$ cat src/rtl/gpio_port_pkg.sv
package gpio_port_pkg;
  localparam int REG_AW = 4;

  typedef enum logic [REG_AW-1:0] {
    REG_DOUT = 4'd0,
    REG_DIR  = 4'd1,
    REG_SET  = 4'd2,
    REG_CLR  = 4'd3,
    REG_TGL  = 4'd4,
    REG_DIN  = 4'd5,
    REG_IDIS = 4'd6
  } reg_sel_e;
endpackage

$ cat src/rtl/gpio_sync.sv
module gpio_sync #(
  parameter int W      = 32,
  parameter int STAGES = 2
) (
  input  logic         clk_i,
  input  logic         rst_ni,
  input  logic [W-1:0] d_i,
  output logic [W-1:0] q_o
);
  logic [W-1:0] stg_q [STAGES];

  always_ff @(posedge clk_i or negedge rst_ni) begin
    if (!rst_ni) begin
      for (int i = 0; i < STAGES; i++) stg_q[i] <= '0;
    end else begin
      stg_q[0] <= d_i;
      for (int i = 1; i < STAGES; i++) stg_q[i] <= stg_q[i-1];
    end
  end

  assign q_o = stg_q[STAGES-1];
endmodule

$ cat src/rtl/gpio_out_ctl.sv
module gpio_out_ctl #(
  parameter int W = 32
) (
  input  logic         clk_i,
  input  logic         rst_ni,
  input  logic         wr_dout_i,
  input  logic         wr_dir_i,
  input  logic [W-1:0] wdata_i,
  input  logic [W-1:0] set_i,
  input  logic [W-1:0] clr_i,
  input  logic [W-1:0] tgl_i,
  output logic [W-1:0] dout_o,
  output logic [W-1:0] dir_o
);
  logic [W-1:0] dout_q, dout_d, dir_q;

  // per bit: clear beats set, toggle only when untouched by either
  for (genvar b = 0; b < W; b++) begin : g_bit
    always_comb begin
      if (wr_dout_i)      dout_d[b] = wdata_i[b];
      else if (clr_i[b])  dout_d[b] = 1'b0;
      else if (set_i[b])  dout_d[b] = 1'b1;
      else if (tgl_i[b])  dout_d[b] = ~dout_q[b];
      else                dout_d[b] = dout_q[b];
    end
  end

  always_ff @(posedge clk_i or negedge rst_ni) begin
    if (!rst_ni) begin
      dout_q <= '0;
      dir_q  <= '0;
    end else begin
      dout_q <= dout_d;
      if (wr_dir_i) dir_q <= wdata_i;
    end
  end

  assign dout_o = dout_q;
  assign dir_o  = dir_q;
endmodule

$ cat src/rtl/gpio_in_path.sv
module gpio_in_path #(
  parameter int W      = 32,
  parameter int STAGES = 2
) (
  input  logic         clk_i,
  input  logic         rst_ni,
  input  logic [W-1:0] pad_in_i,
  input  logic         wr_idis_i,
  input  logic [W-1:0] wdata_i,
  output logic [W-1:0] idis_o,
  output logic [W-1:0] din_o
);
  logic [W-1:0] idis_q, sync_q;

  gpio_sync #(.W(W), .STAGES(STAGES)) u_sync (
    .clk_i (clk_i),
    .rst_ni(rst_ni),
    .d_i   (pad_in_i),
    .q_o   (sync_q)
  );

  always_ff @(posedge clk_i or negedge rst_ni) begin
    if (!rst_ni)        idis_q <= '0;
    else if (wr_idis_i) idis_q <= wdata_i;
  end

  assign idis_o = idis_q;
  assign din_o  = sync_q & ~idis_q;
endmodule

$ cat src/rtl/gpio_bus_dec.sv
module gpio_bus_dec
  import gpio_port_pkg::*;
#(
  parameter int W = 32
) (
  input  logic [REG_AW-1:0] addr_i,
  input  logic              we_i,
  input  logic [W-1:0]      wdata_i,
  input  logic [W-1:0]      dout_i,
  input  logic [W-1:0]      dir_i,
  input  logic [W-1:0]      idis_i,
  input  logic [W-1:0]      din_i,
  output logic              wr_dout_o,
  output logic              wr_dir_o,
  output logic              wr_idis_o,
  output logic [W-1:0]      set_o,
  output logic [W-1:0]      clr_o,
  output logic [W-1:0]      tgl_o,
  output logic [W-1:0]      rdata_o
);
  assign wr_dout_o = we_i && (addr_i == REG_DOUT);
  assign wr_dir_o  = we_i && (addr_i == REG_DIR);
  assign wr_idis_o = we_i && (addr_i == REG_IDIS);
  assign set_o = (we_i && addr_i == REG_SET) ? wdata_i : '0;
  assign clr_o = (we_i && addr_i == REG_CLR) ? wdata_i : '0;
  assign tgl_o = (we_i && addr_i == REG_TGL) ? wdata_i : '0;

  always_comb begin
    case (addr_i)
      REG_DOUT: rdata_o = dout_i;
      REG_DIR:  rdata_o = dir_i;
      REG_DIN:  rdata_o = din_i;
      REG_IDIS: rdata_o = idis_i;
      default:  rdata_o = '0;
    endcase
  end
endmodule

$ cat src/rtl/gpio_port.sv
module gpio_port
  import gpio_port_pkg::*;
#(
  parameter int NUM_PINS    = 32,
  parameter int SYNC_STAGES = 2
) (
  input  logic                clk_i,
  input  logic                rst_ni,
  input  logic [REG_AW-1:0]   addr_i,
  input  logic                we_i,
  input  logic [NUM_PINS-1:0] wdata_i,
  output logic [NUM_PINS-1:0] rdata_o,
  input  logic [NUM_PINS-1:0] pad_in_i,
  output logic [NUM_PINS-1:0] pad_out_o,
  output logic [NUM_PINS-1:0] pad_oe_o
);
  logic                wr_dout, wr_dir, wr_idis;
  logic [NUM_PINS-1:0] set_m, clr_m, tgl_m;
  logic [NUM_PINS-1:0] dout_q, dir_q, idis_q, din;

  gpio_bus_dec #(.W(NUM_PINS)) u_dec (
    .addr_i   (addr_i),
    .we_i     (we_i),
    .wdata_i  (wdata_i),
    .dout_i   (dout_q),
    .dir_i    (dir_q),
    .idis_i   (idis_q),
    .din_i    (din),
    .wr_dout_o(wr_dout),
    .wr_dir_o (wr_dir),
    .wr_idis_o(wr_idis),
    .set_o    (set_m),
    .clr_o    (clr_m),
    .tgl_o    (tgl_m),
    .rdata_o  (rdata_o)
  );

  gpio_out_ctl #(.W(NUM_PINS)) u_out (
    .clk_i    (clk_i),
    .rst_ni   (rst_ni),
    .wr_dout_i(wr_dout),
    .wr_dir_i (wr_dir),
    .wdata_i  (wdata_i),
    .set_i    (set_m),
    .clr_i    (clr_m),
    .tgl_i    (tgl_m),
    .dout_o   (dout_q),
    .dir_o    (dir_q)
  );

  gpio_in_path #(.W(NUM_PINS), .STAGES(SYNC_STAGES)) u_in (
    .clk_i    (clk_i),
    .rst_ni   (rst_ni),
    .pad_in_i (pad_in_i),
    .wr_idis_i(wr_idis),
    .wdata_i  (wdata_i),
    .idis_o   (idis_q),
    .din_o    (din)
  );

  assign pad_out_o = dout_q;
  assign pad_oe_o  = dir_q;
endmodule

$ cat config.mk
export PLATFORM = sky130hd
export DESIGN_NAME = gpio_port
export DESIGN_NICKNAME = d
export VERILOG_FILES = /design/src/rtl/gpio_port_pkg.sv /design/src/rtl/gpio_sync.sv /design/src/rtl/gpio_out_ctl.sv /design/src/rtl/gpio_in_path.sv /design/src/rtl/gpio_bus_dec.sv /design/src/rtl/gpio_port.sv
export SDC_FILE = /design/constraint.sdc
export NUM_CORES = 1
export LEC_CHECK = 0
export BUFFER_PORTS_ARGS = -buffer_cell sky130_fd_sc_hd__buf_2
export CAP_MARGIN = 20
export CORE_MARGIN = 1
export CORE_UTILIZATION = 40
export DETAILED_ROUTE_END_ITERATION = 10
export SLEW_MARGIN = 20
export SYNTH_ARGS = -nofsm -noshare
export SYNTH_HDL_FRONTEND = slang
export SYNTH_HIERARCHICAL = 1
export SYNTH_SLANG_ARGS = --single-unit
$ cat constraint.sdc
create_clock -name clk_i -period 1.15 [get_ports clk_i]
set_input_delay 0 -clock clk_i [delete_from_list [all_inputs] [get_ports clk_i]]
set_output_delay 0 -clock clk_i [all_outputs]
set_load 0.05 [all_outputs]
==> results of run 1 <==
## synth_stat cells (2+ instances only)
master,count,area share (%)
a221oi_2,31,5.8
mux2_1,2,0.28
buf_6,12,1.7
nor2b_1,66,5.1
mux2_2,32,4.5
o21ai_1,9,0.56
and2_1,96,7.4
buf_2,8,0.50
o21ai_0,23,1.4
clkbuf_1,7,0.33
buf_4,41,3.8
a22oi_1,64,5.9
nor4b_4,2,0.59
buf_12,3,0.74
clkbuf_2,5,0.31
xnor2_1,32,3.5
nor2_1,33,1.5
dfrtp_1,160,50
mux2_4,30,5.6
## placed cells by master (no fill, tap or decap), types with 32 or more instances in the layout
| cell type | netlist | routed |
|---|---|---|
| mux2_4 | 30 | 47 |
| buf_2 | 8 | 99 |
| nor2_1 | 33 | 32 |
| and2_1 | 96 | 75 |
| xnor2_1 | 32 | 32 |
| nor2b_1 | 66 | 63 |
| dfrtp_1 | 160 | 158 |
| dlygate4sd3_1 | 0 | 66 |
| a22oi_1 | 64 | 59 |
| buf_4 | 41 | 57 |
| buf_6 | 12 | 36 |
## worst max-delay path by stage
stage | start | to | slack, ps | depth (start not counted)
floorplan | u_out/dir_o[18] | rdata_o[18] | -140 | 2
global placement | addr_i[3] | u_out/dout_o[31] | -300 | 7
detailed placement | addr_i[3] | u_out/dout_o[27] | -360 | 7
global route | u_in/idis_o[29] | rdata_o[29] | -360 | 4
CTS | u_in/idis_o[28] | rdata_o[28] | -280 | 4
finish | u_in/u_sync/q_o[27] | rdata_o[27] | -250 | 4
## cell families (layout without fill, tap and decap cells)
family,after synthesis,in the layout,synth area share (%)
AND/OR/NAND/NOR,205,205,15.5
flip-flops,160,160,49.5
AO/OA/AOI/OAI,128,128,13.8
buffers and inverters,77,324,7.43
multiplexers,64,64,10.3
XOR/XNOR,32,32,3.47
## metal layers
metal / up-vias / GRT usage, % / part of all wire, %
li1: 2752 / - / -
met3: 23 / 5.00 / 6.1
met1: 2944 / 26.5 / 43
met2: 175 / 35.7 / 50
met5: - / 0 / 0
met4: 0 / 7.15 / 1.3
## sequential cells by signal, indices dropped and copies added (netlist names)
| name | cells |
|---|---|
| u_in/idis_o | 32 |
| u_in/u_sync/q_o | 32 |
| u_in/u_sync/stg_q | 32 |
| u_out/dir_o | 32 |
| u_out/dout_o | 32 |
## power by group through the flow
stage                     Combinational (µW)  Sequential [µW]  Clock [µW]
after floorplan                         2410             9850           0
after global placement                  6100             7710           0
after detailed placement                6190             7760           0
after CTS                               6840             7690        5610
after global routing                    7420             7850        5810
final                                   7040             7710        5450
## final cells by class
class,instances,area [µm²],area share (%)
clock buffer,22,484,4.34
clock inverter,10,85.1,0.762
inverter,1,6.26,0.0561
multi-input combinational,429,3750,33.6
sequential,160,4010,35.9
tap,265,332,2.97
timing repair buffer,291,2490,22.4
## metrics by stage
step	hold slack [ps]	power (µW)
after floorplan	-296	12300
after global placement	-133	13800
after detailed placement	-129	13900
after CTS	170	20100
after global routing	193	21100
final	204	20200
## what timing repair did
action                                  CTS  global route
endpoints found under the hold margin   288             0
buffers inserted                         13             7
endpoints found under the setup margin   45           185
hold buffers                             66             0
gates resized for setup                  84            37
pin swaps                                38            11
cloned                                    0             2
## worst max-delay path, delay by kind of cell, from the launching register on
family	cells	cell delay, ps
simple gates	1	120
buf+inv	1	210
compound gates	2	290
flops	1	350
==> results.yml, run 1 <==
routing:
  drc: 0
  ant_nets: 0
  firstDrtPassIters: 4
  wl_per_cell_um: 18.0
  drt_iter0_markers: 271
  vias: 5894
  routed_wl_mm: 21.2
  vias_per_cell: 5.00
power_and_ir_drop:
  p_leak_uw: 0.00482
  p_sw_share_pct: 37.2
  irDropWorstVdd_uv: 1500
  combinationalPowerShare_pct: 34.9
  internal_power_uw: 12700
  switchingPower_uw: 7510
  power.density_nw_per_um2: 1810
  seqPwrFrac_pct: 38.2
  p_clk_share_pct: 27.0
job:
  max-cap-violations: 0
cells_and_area:
  stdcell_count: 1178
  syn2layout_area_growth_pct: 38.1
  final_util_pct: 56.8
  num_antenna_cells: 0
  nFillCells: 1664
  stdcell_area_um2: 11200
  drive_above_1_share_pct: 45.5
  nNetsFinal: 971
setup_path:
  rr_endpoint: "u_in/idis_o[28]"
  path_class: "reg -> out"
  cp-start-kind: "flip-flop"
  endpoint_kind: "output pin"
  cp_max_fo: 1
  crit_required_ps: 1150
  timing.rr.start: "u_in/idis_o[28]"
  cp_slowest_cell: "dfrtp_1"
  cp_data_arrival_time_ps: 1400
  r2r_cells: 3
  r2r_slack_ps: 130
  crit_path_cell_trace: "nor2b_1, a22oi_1, o21ai_2, buf_4"
  slowest_delay_ps: 350
sta:
  finClkSkew_ps: 2.53
  grt_setup_unrepaired: "yes"
  hold_violations: 0
  layout_worst_path_cycle_share_pct: 121
  setup_viol: 32
  tightest_slew_ps: 601
  setup_ws_ps: -247
  max_clock_freq_mhz: 716
  finalMaxSlewViolations: 0
  finalSetupTns_ps: -6830
  finalCriticalPeriod_ps: 1400
  slew_headroom_pct: 60.0
logic_synthesis:
  synth_ff_type: "dfrtp_1"
  synth-edff-count: 0
  yosysWarnings: 6
  ys_types: 29
  syn_nets: 737
  async_reset_ff_share_pct: 100
  ys_seq_area_share_pct: 49.5
  syn_area_per_cell_um2: 12.1
  synth_seq_cells: 160
  postSynthCellCount: 666
  syn_area_um2: 8080
cts:
  cts_buffer_depth: 2
  clk_latency_ps: 420
  numCtsBuffers: 17
  cts_tree: "yes"
  ctsHtreeMaxLevel: 4
  cts.clk_slew.worst_paths_ps: 60
  cts.sinks: 160
  cts-root-buf: "clkbuf_16"
floorplanning:
  fp.coreArea_um2: 19700
  die_h_um: 144
  io_pins: 167
  rows: 51
  die_w_um: 144
  die_area_um2: 20800
  start_util_pct: 41.1
global_route:
  antenna_found_initial: 0
  grt_max_degree: 58
  grt-ovfl-total: 0
  grt_pass1_vias: 6130
  grt_pass1_wl_mm: 32.9
  grt_usage_pct: 21.1
placement:
  hpwlAfterDp_mm: 14.0
  post-place-ws_ps: -362
  gp_congestion: 0.773
  placed_area_um2: 9390
  port_buffers: 166
  place_inst: 1059
worst_hold_path:
  hold_depth: 6
  worstHoldEndpoint: "u_out/dout_o[31]"
  hold_class: "in -> reg"
  min_from: "we_i"
run_status:
  outcome: "complete, but fails checks"
  violations: "setup timing"
(Power assumes the default switching activity.)
==> run 2: changes to the inputs <==
Settings changed: SYNTH_HIERARCHICAL 1 to not set.
==> run 2 against run 1 <==
Net effect: the run still ends with setup timing left; synthesized area is 17% lower; hold slack worse by 160 ps; clock-buffer cell count is 2 lower; critical path depth stayed put; sequential power is 3.6% lower; non-clock buffer count is 33 higher; clock power is 3% higher; critical path type unchanged; highest routed layer unchanged.
==> results.yml, run 2 <==
logic_synthesis:
  yosysWarnings: 0
  ys_types: 31
  synth_top_cell_area_share_pct: 59.6
  yosys-top-cells-count: "dfrtp_1, o21ai_0, a21oi_1, clkbuf_1, mux2_4"
  syn_area_um2: 6720
  synth_seq_cells: 160
  synth_ff_type: "dfrtp_1"
  synth-edff-count: 0
  postSynthCellCount: 564
  synth_top_area_cell: "dfrtp_1"
  syn_area_per_cell_um2: 11.9
  ys_seq_area_share_pct: 59.6
  syn_nets: 635
  yosysMostFrequentCell: "dfrtp_1"
  synth.area.top_cells: "dfrtp_1, o21ai_0, mux2_4"
  async_reset_ff_share_pct: 100
setup_path:
  endpoint_kind: "output pin"
  cp-start-kind: "flip-flop"
  cp_top_family: "flip-flops"
  path_class: "reg -> out"
  slowest_delay_ps: 420
  cp_slowest_cell: "dfrtp_1"
  crit_required_ps: 1150
  cp_max_fo: 3
  cp_data_arrival_time_ps: 1490
  path_buf_inv: 1
  crit_path_cell_trace: "nor3b_2, a21oi_2, o22ai_4, buf_6"
cells_and_area:
  multi_input_area_um2: 3040
  drive_above_1_share_pct: 54.2
  register_area_um2: 4020
  layout_common_cells: "dfrtp_1, buf_2, o21ai_0, dlygate4sd3_1, buf_4"
  syn2layout_area_growth_pct: 61.5
  final_util_pct: 65.9
  num_antenna_cells: 0
  nFillCells: 1221
  final_common_cell: "dfrtp_1"
  nNetsFinal: 933
routing:
  firstDrtPassIters: 5
  wl_per_cell_um: 19.9
  drt_iter0_markers: 258
  vias_per_cell: 5.48
  vias: 6006
  routed_wl_mm: 21.7
  drc: 0
  ant_nets: 0
floorplanning:
  die_w_um: 132
  die_area_um2: 17300
  start_util_pct: 40.8
  rows: 47
  io_pins: 167
  fp.coreArea_um2: 16500
  die_h_um: 132
sta:
  finalCriticalPeriod_ps: 1490
  grt_setup_unrepaired: "yes"
  layout_worst_path_cycle_share_pct: 129
  finClkSkew_ps: 8.53
  slew_headroom_pct: 63.6
  setup_viol: 32
  max_clock_freq_mhz: 672
  tightest_slew_ps: 546
  hold_violations: 0
  finalMaxSlewViolations: 0
  setup_ws_ps: -339
global_route:
  grt_pass1_vias: 6349
  antenna_found_initial: 0
  grt_pass1_wl_mm: 34.0
  grt_max_degree: 41
  grt-ovfl-total: 0
  grt_usage_pct: 25.4
power_and_ir_drop:
  irDropWorstVdd_uv: 1210
  power.density_nw_per_um2: 1820
  p_leak_uw: 0.00485
cts:
  cts_tree: "yes"
  numCtsBuffers: 17
  ctsHtreeMaxLevel: 4
  cts.sinks: 160
  clk_latency_ps: 440
  cts.clk_slew.worst_paths_ps: 60
  cts-root-buf: "clkbuf_16"
  cts_buffer_depth: 2
run_status:
  outcome: "complete, but fails checks"
  violations: "setup timing"
placement:
  port_buffers: 166
  hpwlAfterDp_mm: 13.3
  gp_congestion: 0.782
  post-place-ws_ps: -440
worst_hold_path:
  hold_class: "in -> async"
job:
  max-cap-violations: 0
## run 2: kinds of logic (layout without fill, tap and decap cells)
family	Yosys count	after routing	share of synthesized area, %
simple gates	51	51	4.30
flops	160	160	59.6
compound gates	237	237	21.6
mux	52	52	10.2
buf+inv	64	375	4.28
## run 2: layer usage
layer / track usage (%) / vias up / routed length, µm
met3: 4.51 / 41 / 850
li1: - / 2680 / -
met4: 11.9 / 0 / 522
met5: 0 / - / 0
met2: 43.6 / 217 / 11300
met1: 30.9 / 3068 / 9070
## run 2: timing repair
item                                    4_1_cts  5_1_grt
gates resized for setup                     150       55
gates cloned                                  0        5
pin swaps                                    18       13
hold buffers                                 65        0
endpoints found under the hold margin       288        0
buffers inserted                             28       12
endpoints found under the setup margin       36      102
## run 2: final cells by class
class                   instances  share of cell area [%]
clock buffers                  20                    4.12
clock inverters                12                    1.25
inverters                      19                   0.657
multi-input cells             340                    28.0
flip-flops and latches        160                    37.0
well taps                     220                    2.54
repair buffers                324                    26.4
## run 2: worst paths after layout
check                                 startpoint               endpoint  slack, ps  cells past startpoint
min in group clk_i                  pad_in_i[13]  u_in.u_sync.stg_q[45]        200                      2
max reg2reg                     u_out.dout_o[31]       u_out.dout_o[31]        140                      3
max in group asynchronous                 rst_ni         u_out.dir_o[0]        570                      3
min                                       rst_ni     u_in.u_sync.q_o[3]         40                      2
min reg2reg                u_in.u_sync.stg_q[62]    u_in.u_sync.q_o[30]        350                      0
max                              u_in.idis_o[16]            rdata_o[16]       -340                      4
## run 2: report_power, final
group	internal (µW)	switching [µW]
logic	2700	4010
clock network	3260	2370
registers	6570	855
## run 2: through the flow
step	total power, µW	std cells	cell area [µm²]	hold WS (ps)	setup TNS [ps]
floorplan	11100	564	7060	-296	-22330
finish	19800	1095	10800	39.2	-7060
detailed placement	12700	955	8500	-80.3	-44000
global placement	12500	955	8500	-85.3	-41220
CTS	19400	1080	10500	38.5	-7360
global route	20500	1095	10800	55.3	-8960
==> run 3: changes to the inputs <==
Settings changed: RECOVER_POWER set to 50.
==> run 3 against run 2 <==
Net effect: the flow still finishes with violations (setup timing); combinational power about the same; via count fell by 0.47%; die area stayed put; critical path depth did not move; clock skew barely moved; routed wire length down 0.42%; setup slack worse by 2.0 ps; global-route usage unchanged; first-iteration DRC count is 7.0% higher; hold slack better by 160 ps; sequential share of layout area is 0.064 points higher; cell count unchanged.
==> results.yml, run 3 (same netlist as run 2, synthesis figures left out) <==
routing:
  vias_per_cell: 5.46
  drc: 0
  routed_wl_mm: 21.7
  wl_per_cell_um: 19.8
  vias: 5978
  ant_nets: 0
  firstDrtPassIters: 5
  drt_iter0_markers: 276
floorplanning:
  die_h_um: 132
  die_w_um: 132
  rows: 47
  fp.coreArea_um2: 16500
  start_util_pct: 40.8
  io_pins: 167
  die_area_um2: 17300
worst_hold_path:
  hold_class: "in -> reg"
sta:
  finalSetupTns_ps: -7080
  max_clock_freq_mhz: 671
  grt_setup_unrepaired: "yes"
  tightest_slew_ps: 920
  hold_violations: 0
  slew_headroom_pct: 38.7
  setup_viol: 33
  holdWs_ps: 197
  layout_worst_path_cycle_share_pct: 130
  finalCriticalPeriod_ps: 1490
  finClkSkew_ps: 8.78
  setup_ws_ps: -341
  finalMaxSlewViolations: 0
global_route:
  grt_max_degree: 41
  grt_pass1_vias: 6349
  antenna_found_initial: 0
  grt_usage_pct: 25.4
  grt-ovfl-total: 0
  grt_pass1_wl_mm: 34.0
setup_path:
  path_class: "reg -> out"
  cp_data_arrival_time_ps: 1490
  endpoint_kind: "output pin"
  cp-start-kind: "flip-flop"
  cp_max_fo: 3
  crit_required_ps: 1150
cells_and_area:
  final_util_pct: 65.8
  final_common_cell: "dfrtp_1"
  layout_common_cells: "dfrtp_1, buf_2, o21ai_0, dlygate4sd3_1, buf_4"
  num_antenna_cells: 0
  drive_above_1_share_pct: 54.1
  syn2layout_area_growth_pct: 61.3
  stdcell_area_um2: 10800
  nNetsFinal: 933
placement:
  gp_congestion: 0.782
  post-place-ws_ps: -440
  placed_area_um2: 8500
  hpwlAfterDp_mm: 13.3
  port_buffers: 166
job:
  max-cap-violations: 0
cts:
  cts.sinks: 160
  cts_buffer_depth: 2
  cts-root-buf: "clkbuf_16"
  cts.clk_slew.worst_paths_ps: 60
  ctsHtreeMaxLevel: 4
  clk_latency_ps: 440
  numCtsBuffers: 17
  cts_tree: "yes"
power_and_ir_drop:
  p_leak_uw: 0.00484
  irDropWorstVdd_uv: 1210
  power.density_nw_per_um2: 1830
run_status:
  violations: "setup timing"
  outcome: "complete, but fails checks"
run 3: stage by stage:
stage	cells	power, µW
6_report	1095	19800
5_1_grt	1095	20500
4_1_cts	1080	19400
3_5_place_dp	955	12700
3_3_place_gp	955	12500
2_1_floorplan	564	11100
run 3: report_power, final:
group	total (µW)	internal, µW	switching (µW)
Combinational	6710	2700	4010
Sequential	7430	6570	854
Clock	5640	3260	2370
run 3: critical path, cell delays in order (launching register included):
cell,delay [ps]
dfrtp_1,420
nor3b_2,230
a21oi_2,70
o22ai_4,160
buf_6,180
run 3: area by class of cell:
| type | instances | area (µm²) |
|---|---|---|
| repair buffers | 324 | 2850 |
| flip-flops and latches | 160 | 4020 |
| clock buffers | 20 | 447 |
| fillers | 1223 | 5640 |
| clock inverters | 12 | 135 |
| well taps | 220 | 275 |
| inverters | 19 | 71.3 |
| multi-input cells | 340 | 3040 |
run 3: worst paths after layout:
path,startpoint,end,slack (ps),cells after the start
worst max-delay path,u_in.idis_o[16],rdata_o[16],-340,4
worst max register to register,u_out.dout_o[31],u_out.dout_o[31],140,3
min in group asynchronous,rst_ni,u_out.dir_o[9],250,2
worst min register to register,u_in.u_sync.stg_q[62],u_in.u_sync.q_o[30],350,0
worst min-delay path,pad_in_i[13],u_in.u_sync.stg_q[45],200,2
max in group asynchronous,rst_ni,u_out.dir_o[27],170,3
run 3: what timing repair did:
item                       CTS  global route
resized for setup          150            55
buffers inserted            28            12
hold buffers                65             0
hold endpoints to repair   288             0
pin swaps                   18            13
cloned                       0             5
setup endpoints to repair   36           102
run 3: routing by layer:
layer  vias up  share of wire [%]  wire length, µm  GRT usage, %
li1       2681                  -                -             -
met1      3053                 42             9010          30.9
met2       211                 52            11400          43.6
met3        33                3.8              825          4.51
met4         0                2.1              460          11.9
met5         -                  0                0             0
